## src/rtl/lsf_pkg.sv

```systemverilog
// Package: shared widths and the access-size encoding for the lane formatter.
// Assumes a 32-bit data path made of four 8-bit lanes.
package lsf_pkg;
    localparam int DATA_W = 32;
    localparam int LANE_W = 8;
    localparam int LANES  = DATA_W / LANE_W;
    localparam int OFS_W  = $clog2(LANES);
    localparam int HALF_W = 2 * LANE_W;

    typedef enum logic [1:0] {
        SZ_BYTE = 2'd0,
        SZ_HALF = 2'd1,
        SZ_WORD = 2'd2,
        SZ_RSVD = 2'd3
    } acc_size_e;

    typedef struct packed {
        logic              is_store;
        logic              misalign;
        logic [LANES-1:0]  be;
        logic [DATA_W-1:0] data;
    } fmt_res_t;
endpackage

```

## src/rtl/lsf_align_chk.sv

```systemverilog
// Module: alignment decoder. It flags accesses whose offset does not
// suit their size, and reserved size codes.
// Assumes a word is the full data width.
module lsf_align_chk
    import lsf_pkg::*;
(
    input  logic [1:0]       size,
    input  logic [OFS_W-1:0] ofs,
    output logic             misalign
);
    // Decide misalignment from size and offset.
    always_comb begin
        unique case (size)
            SZ_BYTE: misalign = 1'b0;
            SZ_HALF: misalign = ofs[0];
            SZ_WORD: misalign = |ofs;
            default: misalign = 1'b1;
        endcase
    end
endmodule

```

## src/rtl/lsf_load_fmt.sv

```systemverilog
// Module: load formatter. It selects the addressed byte or halfword from a
// big-endian memory word, optionally reverses its bytes, and extends it to
// the full width.
// Assumes lane k lies at bits [DATA_W-1-8k -: 8].
// Output is zero on a misaligned access.
module lsf_load_fmt
    import lsf_pkg::*;
(
    input  logic [DATA_W-1:0] mem,
    input  logic [1:0]        size,
    input  logic [OFS_W-1:0]  ofs,
    input  logic              sgn,
    input  logic              rev,
    input  logic              misalign,
    output logic [DATA_W-1:0] res
);
    logic [LANE_W-1:0] lane [LANES];
    logic [LANE_W-1:0] pick_b;
    logic [HALF_W-1:0] pick_h;
    logic [DATA_W-1:0] mirror;
    logic [OFS_W-1:0]  h_hi;
    logic [OFS_W-1:0]  h_lo;

    // Split the memory word into big-endian lanes and build the mirrored word.
    for (genvar k = 0; k < LANES; k++) begin : g_lane
        assign lane[k] = mem[DATA_W-1-LANE_W*k -: LANE_W];
        assign mirror[LANE_W*k +: LANE_W] = lane[k];
    end

    assign h_hi = {ofs[OFS_W-1:1], 1'b0};
    assign h_lo = {ofs[OFS_W-1:1], 1'b1};

    // Pick the addressed byte and the (optionally swapped) halfword.
    always_comb begin
        pick_b = lane[ofs];
        pick_h = rev ? {lane[h_lo], lane[h_hi]} : {lane[h_hi], lane[h_lo]};
    end

    // Extend the selected item to the full width.
    always_comb begin
        if (misalign) begin
            res = '0;
        end else begin
            unique case (size)
                SZ_BYTE: res = {{(DATA_W-LANE_W){sgn & pick_b[LANE_W-1]}}, pick_b};
                SZ_HALF: res = {{(DATA_W-HALF_W){sgn & pick_h[HALF_W-1]}}, pick_h};
                default: res = rev ? mirror : mem;
            endcase
        end
    end
endmodule

```

## src/rtl/lsf_store_fmt.sv

```systemverilog
// Module: store formatter. It places register data on the byte lanes that
// the offset selects, with optional byte reversal, and builds the byte
// enables.
// Assumes the big-endian lane order.
// Misaligned stores produce no enables and zero data.
module lsf_store_fmt
    import lsf_pkg::*;
(
    input  logic [DATA_W-1:0] src,
    input  logic [1:0]        size,
    input  logic [OFS_W-1:0]  ofs,
    input  logic              rev,
    input  logic              misalign,
    output logic [DATA_W-1:0] res,
    output logic [LANES-1:0]  be
);
    logic [LANE_W-1:0] hbyte [2];
    logic [LANE_W-1:0] wbyte [LANES];

    // Order the halfword bytes and the word bytes per the reverse flag.
    always_comb begin
        hbyte[0] = rev ? src[LANE_W-1:0]      : src[HALF_W-1:LANE_W];
        hbyte[1] = rev ? src[HALF_W-1:LANE_W] : src[LANE_W-1:0];
    end

    for (genvar k = 0; k < LANES; k++) begin : g_word
        assign wbyte[k] = rev ? src[LANE_W*k +: LANE_W]
                              : src[DATA_W-1-LANE_W*k -: LANE_W];
    end

    // Drive each lane and its enable from size and offset.
    always_comb begin
        res = '0;
        be  = '0;
        if (!misalign) begin
            for (int k = 0; k < LANES; k++) begin
                unique case (size)
                    SZ_BYTE: if (ofs == OFS_W'(k)) begin
                        be[k] = 1'b1;
                        res[DATA_W-1-LANE_W*k -: LANE_W] = src[LANE_W-1:0];
                    end
                    SZ_HALF: if (ofs[OFS_W-1:1] == (OFS_W-1)'(k/2)) begin
                        be[k] = 1'b1;
                        res[DATA_W-1-LANE_W*k -: LANE_W] = hbyte[k%2];
                    end
                    default: begin
                        be[k] = 1'b1;
                        res[DATA_W-1-LANE_W*k -: LANE_W] = wbyte[k];
                    end
                endcase
            end
        end
    end
endmodule

```

## src/rtl/lsf_stage.sv

```systemverilog
// Module: one pipeline register for the formatted result. The valid bit
// follows the input valid bit. The payload loads only on valid input and
// clears on reset.
// Assumes synchronous, active-low reset.
module lsf_stage #(
    parameter int PAY_W = 8
) (
    input  logic             clk,
    input  logic             rst_n,
    input  logic             d_valid,
    input  logic [PAY_W-1:0] d_pay,
    output logic             q_valid,
    output logic [PAY_W-1:0] q_pay
);
    // Register valid and payload on each clock.
    always_ff @(posedge clk) begin
        if (!rst_n) begin
            q_valid <= 1'b0;
            q_pay   <= '0;
        end else begin
            q_valid <= d_valid;
            if (d_valid) q_pay <= d_pay;
        end
    end
endmodule

```

## src/rtl/ldst_lane_fmt.sv

```systemverilog
// Module: top of the load/store byte-lane formatter. It formats a load or
// store combinationally, then registers the result. One access per clock,
// with a latency of one cycle.
// Assumes a big-endian 32-bit bus and 2-bit byte offsets.
module ldst_lane_fmt
    import lsf_pkg::*;
(
    input  logic              clk,
    input  logic              rst_n,
    input  logic              in_valid,
    input  logic              in_is_store,
    input  logic [1:0]        in_size,
    input  logic [OFS_W-1:0]  in_addr_lo,
    input  logic              in_signed,
    input  logic              in_reverse,
    input  logic [DATA_W-1:0] in_data,
    output logic              out_valid,
    output logic              out_is_store,
    output logic [DATA_W-1:0] out_data,
    output logic [LANES-1:0]  out_be,
    output logic              out_misalign
);
    localparam int PAY_W = $bits(fmt_res_t);

    logic              mis;
    logic [DATA_W-1:0] ld_res;
    logic [DATA_W-1:0] st_res;
    logic [LANES-1:0]  st_be;
    fmt_res_t          nxt;
    fmt_res_t          cur;

    lsf_align_chk u_align (
        .size     (in_size),
        .ofs      (in_addr_lo),
        .misalign (mis)
    );

    lsf_load_fmt u_load (
        .mem      (in_data),
        .size     (in_size),
        .ofs      (in_addr_lo),
        .sgn      (in_signed),
        .rev      (in_reverse),
        .misalign (mis),
        .res      (ld_res)
    );

    lsf_store_fmt u_store (
        .src      (in_data),
        .size     (in_size),
        .ofs      (in_addr_lo),
        .rev      (in_reverse),
        .misalign (mis),
        .res      (st_res),
        .be       (st_be)
    );

    // Choose the result of the active direction.
    always_comb begin
        nxt.is_store = in_is_store;
        nxt.misalign = mis;
        nxt.be       = in_is_store ? st_be : '0;
        nxt.data     = in_is_store ? st_res : ld_res;
    end

    lsf_stage #(.PAY_W(PAY_W)) u_stage (
        .clk     (clk),
        .rst_n   (rst_n),
        .d_valid (in_valid),
        .d_pay   (nxt),
        .q_valid (out_valid),
        .q_pay   (cur)
    );

    assign out_is_store = cur.is_store;
    assign out_misalign = cur.misalign;
    assign out_be       = cur.be;
    assign out_data     = cur.data;
endmodule

```

## config.mk

```make
export PLATFORM = sky130hd
export DESIGN_NAME = ldst_lane_fmt
export DESIGN_NICKNAME = d
export VERILOG_FILES = /design/src/rtl/lsf_pkg.sv /design/src/rtl/lsf_align_chk.sv /design/src/rtl/lsf_load_fmt.sv /design/src/rtl/lsf_store_fmt.sv /design/src/rtl/lsf_stage.sv /design/src/rtl/ldst_lane_fmt.sv
export SDC_FILE = /design/constraint.sdc
export NUM_CORES = 1
export LEC_CHECK = 0
export ABC_CLOCK_PERIOD_IN_PS = 1900
export BUFFER_PORTS_ARGS = -buffer_cell sky130_fd_sc_hd__buf_2
export CORE_MARGIN = 1
export CORE_UTILIZATION = 30
export DETAILED_ROUTE_END_ITERATION = 6
export PLACE_DENSITY = 0.47
export SLEW_MARGIN = 20
export SYNTH_ARGS = -nofsm -noshare
export SYNTH_HDL_FRONTEND = slang
export SYNTH_SLANG_ARGS = --single-unit
```

## constraint.sdc

```tcl
create_clock -name clk -period 1.9 [get_ports clk]
set_input_delay 0 -clock clk [delete_from_list [all_inputs] [get_ports clk]]
set_output_delay 0 -clock clk [all_outputs]
set_load 0.02 [all_outputs]
```

==> Word level (Yosys, flattened, before mapping) <==
Cells that the tools add are included.
{ "classes": {"n_mux": 46, "reduce_logical": 3, "n_lt_le_gt_ge": 3, "eq_ne": 5, "bitwise": 5} }
{ "op_table": {"columns": ["cell", "count"], "rows": [
  ["2-to-1 mux 8 bit", 20],
  ["2-to-1 mux 32 bit", 4],
  ["case mux 32 bit (2 select lines)", 1],
  ["case mux 8 bit (2 select lines)", 4],
  ["binary-select mux 8 bit (select 2 bit)", 3],
  ["2-to-1 mux 16 bit", 1],
  [">= comparator 3 bit (second input constant)", 3],
  ["inverter 2 -> 3 bit", 3],
  ["2-to-1 mux 4 bit", 2],
  ["case mux 1 bit (2 select lines)", 4],
  ["== test 2 bit (second input constant)", 3],
  ["2-to-1 mux 1 bit", 6],
  ["== test 2 x 1 -> 1 bit (second input constant)", 2],
  ["zero test 2 bit", 2],
  ["case mux 1 bit (3 select lines)", 1],
  ["bitwise AND 1 bit", 2],
  ["OR reduction 2 bit", 1]
]} }
{ "totals": {"wordCells": 64, "regBits": 39, "output_inout_bits": 39, "in_bits": 42} }

==> Logic depth before layout (Yosys ltp) <==
Gate-level depths: netlist of the first run.
{ "logic_depth": {"depth_word": 9, "mapped_depth": 8} }

==> Hierarchy <==
A second synthesis of the first run with hierarchy kept.
{ "hier_totals": {"hier_cells": 468, "area_unflattened_um2": 4979.8} }
{ "modules_own_cells": {"columns": ["module", "seq_area_each_um2", "n_inst", "cells_per_inst", "area_per_inst_um2"], "rows": [
  ["lsf_store_fmt", 0.0, 1, 162, 1580.3],
  ["lsf_stage", 780.7, 1, 125, 1478.9],
  ["lsf_load_fmt", 0.0, 1, 138, 1361.3],
  ["ldst_lane_fmt", 0.0, 1, 40, 545.5],
  ["lsf_align_chk", 0.0, 1, 3, 13.8]
]} }

==> Worst setup path after synthesis of the first run <==
No wires, ideal clock.
{ "synth_path": {"path_type": "in2reg", "startpoint": "input in_data[7]", "endpoint": "register u_stage.q_pay[16]", "cell_stages": 6, "setup_ps": 117, "setup_slack_ps": 409, "required_ps": 1783, "arrival_ps": 1374, "path_buffers": 2, "cell_sequence": "buf_2 mux4_2 a311oi_2 a21oi_2 buf_6 a22o_1"} }
{ "synth_via": {"elab_chain_len": 8} }
{ "synth_lines": {"columns": ["item", "line", "text"], "rows": [
  ["from (decl)", "ldst_lane_fmt.sv:16", "input logic [DATA_W-1:0] in_data,"],
  ["binary-select mux 8 bit (select 2 bit)", "lsf_load_fmt.sv:36", "pick_h = rev ? {lane[h_lo], lane[h_hi]} : {lane[h_hi], lane[h_lo]};"],
  ["2-to-1 mux 8 bit (implied by the code) (2 in series)", "lsf_load_fmt.sv:36", null],
  ["2-to-1 mux 16 bit", "lsf_load_fmt.sv:36", null],
  ["bitwise AND 1 bit", "lsf_load_fmt.sv:46", "SZ_HALF: res = {{(DATA_W-HALF_W){sgn & pick_h[HALF_W-1]}}, pick_h};"],
  ["case mux 32 bit (2 select lines) (*)", "lsf_load_fmt.sv:44", "unique case (size)"],
  ["2-to-1 mux 32 bit (*)", "lsf_load_fmt.sv:41", "if (misalign) begin"],
  ["2-to-1 mux 32 bit (*)", "ldst_lane_fmt.sv:63", "nxt.data = in_is_store ? st_res : ld_res;"],
  ["to (signal assigned)", "lsf_stage.sv:22", "if (d_valid) q_pay <= d_pay;"],
  ["to (decl)", "lsf_stage.sv:13", "output logic [PAY_W-1:0] q_pay"]
]} }
Every way passes the cells marked *; elsewhere a longest branch is shown, timed or not. The select of a mux whose other input is x is not followed.
A chain may end at the register's enable or synchronous reset.

==> Worst setup path in the final report of the first run <==
{ "layout_path": {"startpoint": "input in_addr_lo[0]", "endpoint": "register u_stage.q_pay[30]"} }
{ "layout_via": {"elab_chain_len": 8} }
{ "layout_lines": {"columns": ["item", "line", "text"], "rows": [
  ["from (decl)", "ldst_lane_fmt.sv:13", "input logic [OFS_W-1:0] in_addr_lo,"],
  ["inverter 2 -> 3 bit (implied by the code)", "lsf_load_fmt.sv:35", "pick_b = lane[ofs];"],
  ["binary-select mux 8 bit (select 2 bit)", "lsf_load_fmt.sv:35", null],
  ["2-to-1 mux 8 bit (implied by the code) (2 in series)", "lsf_load_fmt.sv:35", null],
  ["bitwise AND 1 bit", "lsf_load_fmt.sv:45", "SZ_BYTE: res = {{(DATA_W-LANE_W){sgn & pick_b[LANE_W-1]}}, pick_b};"],
  ["case mux 32 bit (2 select lines)", "lsf_load_fmt.sv:44", null],
  ["2-to-1 mux 32 bit", "lsf_load_fmt.sv:41", null],
  ["2-to-1 mux 32 bit (*)", "ldst_lane_fmt.sv:63", null]
]} }
Marked as above.

==> results of run 1 <==
per-layer routing:
| metal | global-route usage [%] | vias up |
|---|---|---|
| li1 | - | 1602 |
| met2 | 33.3 | 141 |
| met3 | 3.34 | 21 |
| met4 | 8.37 | 0 |
| met5 | 0 | - |
| met1 | 27.7 | 1577 |
where the power goes:
group | internal, W | leakage (nW) | switching (W) | total [W]
sequential | 0.000855 | 0.318 | 0.0000175 | 0.000872
clock | 0.000392 | 0.0581 | 0.000329 | 0.000720
combinational | 0.000274 | 1.22 | 0.000401 | 0.000675
cell usage in the layout (no fill, tap or decap), drive strengths merged, types with 2 or more instances in the layout:
cell type / count
buf: 107
nand2: 53
a21oi: 47
dfxtp: 39
nand2b: 19
a22o: 17
mux4: 16
a31oi: 15
mux2i: 13
a211oi: 13
nor2b: 12
inv: 10
nand4: 10
nand3: 9
o22ai: 8
o21ai: 8
and2: 6
a2111o: 6
o2bb2ai: 6
nor2: 6
clkbuf: 5
o21a: 4
nor3: 4
or3b: 3
a221oi: 2
a2111oi: 2
a311oi: 2
nor4b: 2
clkinv: 2
area by class of cell:
class | count | area [um2] | area share, %
Multi-Input combinational cell | 295 | 2110 | 55.2
Sequential cell | 39 | 781 | 20.4
Timing Repair Buffer | 107 | 616 | 16.1
Tap cell | 133 | 166 | 4.35
Clock buffer | 5 | 68.8 | 1.80
Clock inverter | 3 | 43.8 | 1.15
Inverter | 10 | 37.5 | 0.982
registers in the layout (all words and copies together) (netlist names):
signal           count
u_stage.q_pay       38
u_stage.q_valid      1
worst max path at each step:
stage                  startpoint           endpoint  cells after the start  slack (ns)
global route        in_addr_lo[0]  u_stage.q_pay[30]                      8        0.40
CTS                 in_addr_lo[0]  u_stage.q_pay[30]                      8        0.49
floorplan              in_data[7]  u_stage.q_pay[16]                      6        0.41
finish              in_addr_lo[0]  u_stage.q_pay[30]                      8        0.48
detailed placement  in_addr_lo[0]  u_stage.q_pay[30]                      8        0.18
global placement    in_addr_lo[0]  u_stage.q_pay[30]                      8        0.18
cells in the mapped netlist, drive strengths merged:
master,n
a21oi,47
o2bb2ai,6
nand3,9
o22ai,8
nand2,53
inv,10
o2111ai,1
a32o,1
a211o,1
a221oi,2
or3b,3
nand3b,1
a31oi,15
mux2i,13
nor2,6
nand2b,19
nor4,1
nand4,10
nor3b,1
clkbuf,21
a21boi,1
o32ai,1
o21ba,1
nor4b,2
a22o,17
o21a,4
mux4,16
a211oi,13
o311ai,1
a311oi,2
buf,16
and2,6
a2111o,6
o41ai,1
nor2b,12
xor2,1
a2111oi,2
nor3,4
dfxtp,39
o21ai,8
logic make-up after synthesis:
family	share of synthesized area [%]
AOI/OAI and AO/OA	30.6
and+or+nand+nor	21.2
buffers and inverters	6.97
DFF	25.1
muxes	15.8
xor gates and xnor gates	0.282
stage by stage:
step / setup WS (ns) / utilization, % / cell area [um2]
2_1_floorplan: 0.409 / - / 3110
3_3_place_gp: 0.179 / 37.4 / 3710
3_5_place_dp: 0.175 / 37.4 / 3710
4_1_cts: 0.485 / 38.6 / 3820
5_1_grt: 0.400 / 38.6 / 3820
6_report: 0.480 / 38.6 / 3820
==> flow_summary_export.csv, run 1 <==
group,metric,value,unit
run_status,status,"completed",
hold_path,whs_endpoint,"u_stage.q_valid",
routing,wl_met1,4.73,mm
global_route,grt_overflow,0,
sta,hold_violations,0,
placement,place.gp.congestion,0.861,
global_route,grt_max_degree,32,
yosys,ys_types,49,
floorplanning,die_area,0.0108,mm2
setup_path,crit_path_cell_trace,"buf_2, buf_4, o21a_1, o22ai_1, nand2_1, a21oi_2, buf_4, a32o_1",
yosys,synth.yosys.seq_area_share,25.1,%
setup_path,path_common_cell,"buf_4",
sta,fin_crit_sh,74.7,%
clocking,worstSkewPairLatency,0.29,ns
setup_path,slowest_delay,0.27,ns
floorplanning,io_pins,81,
setup_path,crit_path_top_delay_cell,"o22ai_1",
cells_and_area,n_antenna_cell,0,
routing,drt-total-wl,10.8,mm
setup_path,timing.rr.start,"u_stage.q_pay[13]",
clocking,cts_tree,"yes",
routing,firstDrtPassIters,5,
flow_run,maxCapViolations,0,
setup_path,crit_arrival,1.66,ns
clocking,cts_root_buf,"clkbuf_8",
clocking,cts_resized,0,
routing,routed.top_layer,"met4",
setup_path,r2r_end,"u_stage.q_pay[13]",
power,leakagePower,1.59,nW
routing,remaining_drc_errors,0,
floorplanning,core,0.00991,mm2
setup_path,crit_family,"compound AO/OA/AOI/OAI gates",
routing,vias_per_cell,5.64,
yosys,synth_area_leaders,"dfxtp_1 (25%), mux4_2 (12%), a21oi_1 (7.4%), nand2_1 (6.4%), a22o_1 (4.8%)",
routing,antenna_left,0,
clocking,cts_setup_buffers,0,
sta,setup_viol,0,
hold_path,hold_depth,2,
hold_path,hp-class,"input pin to register",
hold_path,hp-start,"rst_n",
clocking,h-tree-depth,2,
cells_and_area,fill_cells,1075,
sta,slew_headroom,72.9,%
clocking,clk_path_buf_depth,2,
floorplanning,placementRows,36,
global_route,antenna_found_initial,0,
setup_path,crit_fanout,16,
power,power.density,593,mW/mm2
global_route,grt_pass1_wl,17.8,mm
floorplanning,fp.dieH,104,um
yosys,synth_top_area_share,25.1,%
sta,finalSetupTns,0,ns
placement,portBuffers,80,
setup_path,reg2reg_slack,0.78,ns
sta,drv_slew,0,
routing,wl_met3,744,um
clocking,numCtsBuffers,5,
sta,finClkSkew,0,ns
power,total_power,0.00227,W
cells_and_area,layout.nets,500,
setup_path,worstRegToRegCells,4,
placement,dp_hpwl,7.98,mm
yosys,netlist_area,0.00311,mm2
clocking,cts_hold_buf,0,
sta,rsz0062_at_grt,"false",
sta,tightestPinTransition,0.396,ns
cells_and_area,final_cells,592,
floorplanning,start_util,31.3,%
cells_and_area,syn_to_final_growth,23.0,%
routing,vias,3341,
cells_and_area,drive_above_1_share,30.1,%
yosys,synth_cells,381,
routing,wl_met2,5.04,mm
clocking,clkTransAtPathRegs,0.08,ns
routing,wl_per_cell,18.3,um
floorplanning,die_w,104,um
setup_path,critPathLaunchType,"input pin",
clocking,cts_sinks,39,
setup_path,required,2.14,ns
placement,placed_cells,584,
sta,min_period,1.42,ns
yosys,synth_warnings,0,
sta,timing.fmax,704,MHz
setup_path,end_kind,"register",
power,peakVddDrop,0.249,mV
setup_path,cp_num_buf_inv,3,
global_route,first_global_vias,3259,
yosys,synth.largest_area_cell,"dfxtp_1",
yosys,synth_seq_cells,39,
routing,drt_iter0_drc,154,
global_route,grtUsageTotal,20.7,%
yosys,syn_nets,423,
setup_path,worstSetupPathType,"input pin to register",
sta,holdWs,0.0420,ns
yosys,syn_avg_cell_area,8.15,um2
Note: power is estimated with default switching activity, not from simulation.
==> run 2: changes to the inputs <==
--- a/config.mk
+++ b/config.mk
@@ -5,12 +5,13 @@
 export SDC_FILE = /design/constraint.sdc
 export NUM_CORES = 1
 export LEC_CHECK = 0
-export ABC_CLOCK_PERIOD_IN_PS = 1900
+export ABC_AREA = 1
+export ABC_CLOCK_PERIOD_IN_PS = 1280
 export BUFFER_PORTS_ARGS = -buffer_cell sky130_fd_sc_hd__buf_2
 export CORE_MARGIN = 1
 export CORE_UTILIZATION = 30
 export DETAILED_ROUTE_END_ITERATION = 6
-export PLACE_DENSITY = 0.47
+export PLACE_DENSITY = 0.49
 export SLEW_MARGIN = 20
 export SYNTH_ARGS = -nofsm -noshare
 export SYNTH_HDL_FRONTEND = slang
==> constraint.sdc (replaced) <==
create_clock -name clk -period 1.28 [get_ports clk]
set_input_delay 0 -clock clk [delete_from_list [all_inputs] [get_ports clk]]
set_output_delay 0 -clock clk [all_outputs]
set_load 0.02 [all_outputs]
==> flow_summary_export.csv, run 2 <==
group,metric,value,unit
setup_path,timing.rr.start,"u_stage.q_pay[14]",
setup_path,crit_fanout,4,
cells_and_area,largest_reg_flops,38,
global_route,grtUsageTotal,24.0,%
hold_path,hp-start,"in_valid",
global_route,antenna_found_initial,0,
global_route,first_global_vias,3804,
setup_path,crit_path_top_delay_cell,"dlygate4sd3_1",
routing,drt_iter0_drc,284,
sta,rsz0062_at_grt,"false",
yosys,synth_cells,556,
yosys,synth_area_leaders,"nand2_1 (27%), dfxtp_1 (25%), a21oi_1 (11%), nand3_1 (5.9%), o21ai_0 (5.2%)",
routing,antenna_left,0,
clocking,cts_root_buf,"clkbuf_8",
clocking,clk_path_buf_depth,2,
placement,portBuffers,80,
floorplanning,placementRows,37,
global_route,grt_overflow,0,
cells_and_area,fill_cells,1152,
routing,wl_per_cell,15.5,um
cells_and_area,seq_area,781,um2
sta,fin_crit_sh,88.2,%
setup_path,r2r_end,"u_stage.q_pay[14]",
placement,pre_cts_ws,-0.185,ns
placement,place.gp.congestion,0.870,
floorplanning,io_pins,81,
floorplanning,die_area,0.0109,mm2
setup_path,crit_path_cell_trace,"dlygate4sd3_1, buf_2, nand2_1, dlygate4sd3_1, inv_1",
sta,setup_viol,0,
yosys,synth_most_common_cell,"nand2_1",
setup_path,required,1.48,ns
setup_path,cp_num_buf_inv,4,
yosys,async_flop_share,0,%
yosys,synth_edf_count,0,
yosys,synth.largest_area_cell,"nand2_1",
run_status,status,"completed",
sta,drv_slew,0,
clocking,cts_sinks,39,
hold_path,hp-class,"input pin to register",
power,peakVddDrop,0.338,mV
placement,place_area,0.00418,mm2
power,leakagePower,2.15,nW
cells_and_area,drive_above_1_share,25.6,%
routing,vias,4048,
cells_and_area,stdcell_area,0.00430,mm2
floorplanning,die_w,105,um
cells_and_area,layout.nets,729,
cells_and_area,fin_util,41.8,%
power,power.density,780,mW/mm2
yosys,synth_warnings,0,
setup_path,end_kind,"register",
sta,finClkSkew,0,ns
sta,fin_ws,0.151,ns
hold_path,whs_endpoint,"u_stage.q_pay[36]",
setup_path,slowest_delay,0.55,ns
global_route,grt_max_degree,37,
yosys,yosys_most_used_dff,"dfxtp_1",
placement,dp_hpwl,9.81,mm
sta,min_period,1.13,ns
yosys,syn_nets,598,
yosys,netlist_area,0.00316,mm2
yosys,synth_top_area_share,27.4,%
hold_path,hold_depth,3,
setup_path,crit_arrival,1.33,ns
setup_path,critPathLaunchType,"input pin",
sta,hold_violations,0,
yosys,syn_avg_cell_area,5.68,um2
clocking,clkTransAtPathRegs,0.08,ns
clocking,h-tree-depth,2,
yosys,synth_seq_cells,39,
clocking,cts_tree,"yes",
setup_path,reg2reg_slack,0.59,ns
cells_and_area,regMostFlops,"u_stage.q_pay",
clocking,worstSkewPairLatency,0.29,ns
routing,vias_per_cell,4.91,
global_route,grt_pass1_wl,20.2,mm
sta,tightestPinTransition,0.423,ns
cells_and_area,final_common_cell,"nand2_1",
sta,slew_headroom,71.8,%
cells_and_area,reg_top3,"u_stage.q_pay: 38 flops, u_stage.q_valid: 1 flops",
routing,remaining_drc_errors,0,
yosys,yosys-top-cells-count,"nand2_1 (230), a21oi_1 (69), inv_1 (41)",
cells_and_area,syn_to_final_growth,36.3,%
cells_and_area,final_cell_mix,"nand2_1 (229), buf_2 (80), a21oi_1 (69)",
routing,drt-total-wl,12.8,mm
clocking,cts_setup_buffers,0,
clocking,numCtsBuffers,5,
routing,firstDrtPassIters,5,
cells_and_area,multi_input_area,0.00201,mm2
setup_path,path_common_cell,"dlygate4sd3_1",
floorplanning,start_util,30.7,%
yosys,synth.yosys.seq_area_share,24.7,%
setup_path,worstRegToRegCells,2,
yosys,ys_types,29,
floorplanning,fp.dieH,105,um
cells_and_area,final_cells,824,
sta,timing.fmax,886,MHz
floorplanning,core,0.0103,mm2
placement,placed_cells,813,
flow_run,maxCapViolations,0,
setup_path,worstSetupPathType,"input pin to register",
setup_path,crit_family,"buffers and inverters",
cells_and_area,n_antenna_cell,0,
==> run 2: cell count changes after synthesis, moves of 11 or more <==
| cell | before | now |
|---|---|---|
| inv_1 | 10 | 41 |
| mux2i_1 | 13 | 0 |
| a21oi_1 | 46 | 69 |
| nand2_1 | 53 | 230 |
| nor2b_1 | 12 | 0 |
| o211ai_1 | 0 | 13 |
| a22o_1 | 17 | 0 |
| nand3_1 | 9 | 37 |
| nand2b_1 | 19 | 0 |
| o21ai_1 | 0 | 11 |
| mux4_2 | 16 | 0 |
| o21ai_0 | 8 | 33 |
| a211oi_1 | 13 | 0 |
==> run 2: through the flow <==
step	setup TNS [ns]	total power [W]	hold WS, ns
final	0	0.00335	0.0228
after global routing	0	0.00357	0.0383
after CTS	0	0.00339	0.0218
after detailed placement	-1.55	0.00250	0.242
after global placement	-1.21	0.00251	0.243
after floorplan	0	0.00198	0.0976
==> run 2: worst min-delay path, delay by kind of cell <==
kind | cells | cell delay (ns)
buffers and inverters | 2 | 0.19
AO/OA/AOI/OAI | 1 | 0.11
==> run 2: worst max path at each step <==
stage / cells past startpoint / startpoint / slack (ns) / end
2_1_floorplan: 9 / in_size[1] / 0.14 / u_stage.q_pay[23]
3_3_place_gp: 11 / in_size[0] / -0.19 / u_stage.q_pay[9]
5_1_grt: 11 / in_size[0] / 0.0008 / u_stage.q_pay[9]
6_report: 5 / rst_n / 0.15 / u_stage.q_valid
4_1_cts: 11 / in_size[0] / 0.12 / u_stage.q_pay[9]
3_5_place_dp: 11 / in_size[0] / -0.18 / u_stage.q_pay[9]
==> run 2: logic make-up after synthesis <==
family	Yosys count	synth area share, %
compound gates	136	23.2
flops	39	24.7
buf+inv	80	11.5
simple gates	301	40.6
==> run 2: cell type report <==
type / instances / share of cell area [%]
sequential: 39 / 18.2
inverter: 47 / 4.10
multi-input combinational: 437 / 46.8
timing repair buffer: 157 / 25.0
clock buffer: 6 / 1.69
tap: 136 / 3.96
clock inverter: 2 / 0.291
==> run 2: where the power goes <==
| part | internal (W) | total (W) | switching (W) |
|---|---|---|---|
| registers | 0.00126 | 0.00129 | 0.0000263 |
| logic | 0.000472 | 0.00120 | 0.000728 |
| clock network | 0.000382 | 0.000861 | 0.000479 |
==> run 2: timing repair <==
item | CTS | global route
endpoints found under the hold margin | 4 | 0
resized for setup | 0 | 2
hold buffers | 3 | 0
setup endpoints to repair | 0 | 2
==> run 2: metal layers <==
metal,wire (um),share of wire [%],track usage (%)
met1,6080,47,32.7
met2,5740,45,38.5
met3,641,5.0,3.31
met4,348,2.7,8.47
met5,0,0,0
==> run 3: changes to the inputs <==
--- a/config.mk
+++ b/config.mk
@@ -12,6 +12,7 @@
 export CORE_UTILIZATION = 30
 export DETAILED_ROUTE_END_ITERATION = 6
 export PLACE_DENSITY = 0.49
+export REMOVE_ABC_BUFFERS = 1
 export SLEW_MARGIN = 20
 export SYNTH_ARGS = -nofsm -noshare
 export SYNTH_HDL_FRONTEND = slang
==> flow_summary_export.csv, run 3 (synthesis results as in run 2) <==
group,metric,value,unit
global_route,grt_overflow,0,
clocking,cts_setup_buffers,0,
sta,finClkSkew,0,ns
sta,setup_viol,0,
hold_path,hold_depth,3,
routing,firstDrtPassIters,5,
setup_path,worstSetupPathType,"input pin to register",
clocking,cts_root_buf,"clkbuf_8",
setup_path,critPathLaunchType,"input pin",
cells_and_area,layout.nets,713,
sta,fin_crit_sh,89.4,%
cells_and_area,reg_top3,"u_stage.q_pay: 38 flops, u_stage.q_valid: 1 flops",
floorplanning,fp.dieH,105,um
power,leakagePower,2.06,nW
sta,tightestPinTransition,0.395,ns
routing,vias,4027,
power,power.density,779,mW/mm2
routing,vias_per_cell,4.98,
sta,min_period,1.14,ns
global_route,first_global_vias,3768,
sta,rsz0062_at_grt,"false",
flow_run,maxCapViolations,0,
cells_and_area,drive_above_1_share,23.5,%
setup_path,crit_fanout,4,
floorplanning,placementRows,37,
power,peakVddDrop,0.383,mV
routing,drt-total-wl,11.7,mm
run_status,status,"completed",
placement,place_area,0.00404,mm2
global_route,antenna_found_initial,0,
sta,drv_slew,0,
setup_path,worstRegToRegCells,2,
cells_and_area,n_antenna_cell,0,
floorplanning,die_w,105,um
global_route,grt_max_degree,37,
placement,portBuffers,80,
floorplanning,core,0.0103,mm2
global_route,grtUsageTotal,22.3,%
routing,drt_iter0_drc,228,
clocking,cts_tree,"yes",
floorplanning,start_util,30.7,%
floorplanning,io_pins,81,
cells_and_area,final_common_cell,"nand2_1",
clocking,clk_path_buf_depth,2,
cells_and_area,largest_reg_flops,38,
clocking,h-tree-depth,2,
routing,wl_per_cell,14.5,um
clocking,numCtsBuffers,5,
power,total_power,0.00324,W
sta,finalSetupTns,0,ns
routing,remaining_drc_errors,0,
setup_path,end_kind,"register",
sta,slew_headroom,73.7,%
setup_path,crit_arrival,1.35,ns
global_route,grt_pass1_wl,18.9,mm
placement,place.gp.congestion,0.916,
cells_and_area,final_cell_mix,"nand2_1 (230), buf_2 (80), a21oi_1 (69)",
clocking,worstSkewPairLatency,0.29,ns
cells_and_area,stdcell_area,0.00416,mm2
clocking,cts_sinks,39,
hold_path,hp-class,"input pin to register",
routing,antenna_left,0,
setup_path,required,1.48,ns
sta,hold_violations,0,
floorplanning,die_area,0.0109,mm2
placement,dp_hpwl,8.59,mm
cells_and_area,syn_to_final_growth,32.0,%
cells_and_area,regMostFlops,"u_stage.q_pay",
sta,timing.fmax,874,MHz
clocking,clkTransAtPathRegs,0.08,ns
-- run 3: metrics by stage --
step                setup WS (ns)  hold slack (ns)  util, %  cells
floorplan                  -0.198           0.0935        -    523
global placement           -0.176            0.235     39.3    796
detailed placement         -0.159            0.236     39.3    796
CTS                         0.159           0.0174     40.5    808
global route               0.0318           0.0516     40.5    808
finish                      0.135           0.0332     40.5    808
-- run 3: power by group --
| part | total [W] | switching, W | internal [W] |
|---|---|---|---|
| clock | 0.000833 | 0.000450 | 0.000383 |
| sequential | 0.00129 | 0.0000222 | 0.00126 |
| combinational | 0.00112 | 0.000692 | 0.000430 |
-- run 3: worst max-delay path: stages --
cell and delay [ns]:
dlygate4sd3_1 0.54, buf_2 0.14, nand2_1 0.07, dlygate4sd3_1 0.56, inv_1 0.04
-- run 3: layer usage --
layer	vias up	part of all wire (%)	track usage, %
met2	145	45	35.5
met5	-	0	0
met4	0	2.7	9.18
li1	2049	-	-
met1	1810	47	30.1
met3	23	5.6	2.87
-- run 3: final timing paths --
check        slack (ns)           endpoint         startpoint
max reg2reg        0.65  u_stage.q_pay[36]  u_stage.q_pay[36]
min reg2reg        0.46  u_stage.q_pay[37]  u_stage.q_pay[37]
max                0.14    u_stage.q_valid              rst_n
min                0.03  u_stage.q_pay[36]           in_valid
-- run 3: what timing repair did --
item / 4_1_cts / 5_1_grt
hold endpoints to repair: 4 / 0
gates resized for setup: 0 / 1
hold buffers: 4 / 0
endpoints found under the setup margin: 0 / 2
-- run 3: area by class of cell --
cell class              count  area (um2)
multi-input cells         437        2010
flip-flops and latches     39         781
clock inverters             1        5.00
fillers                  1148        6110
clock buffers               7        76.3
well taps                 136         170
repair buffers            141         943
inverters                  47         176
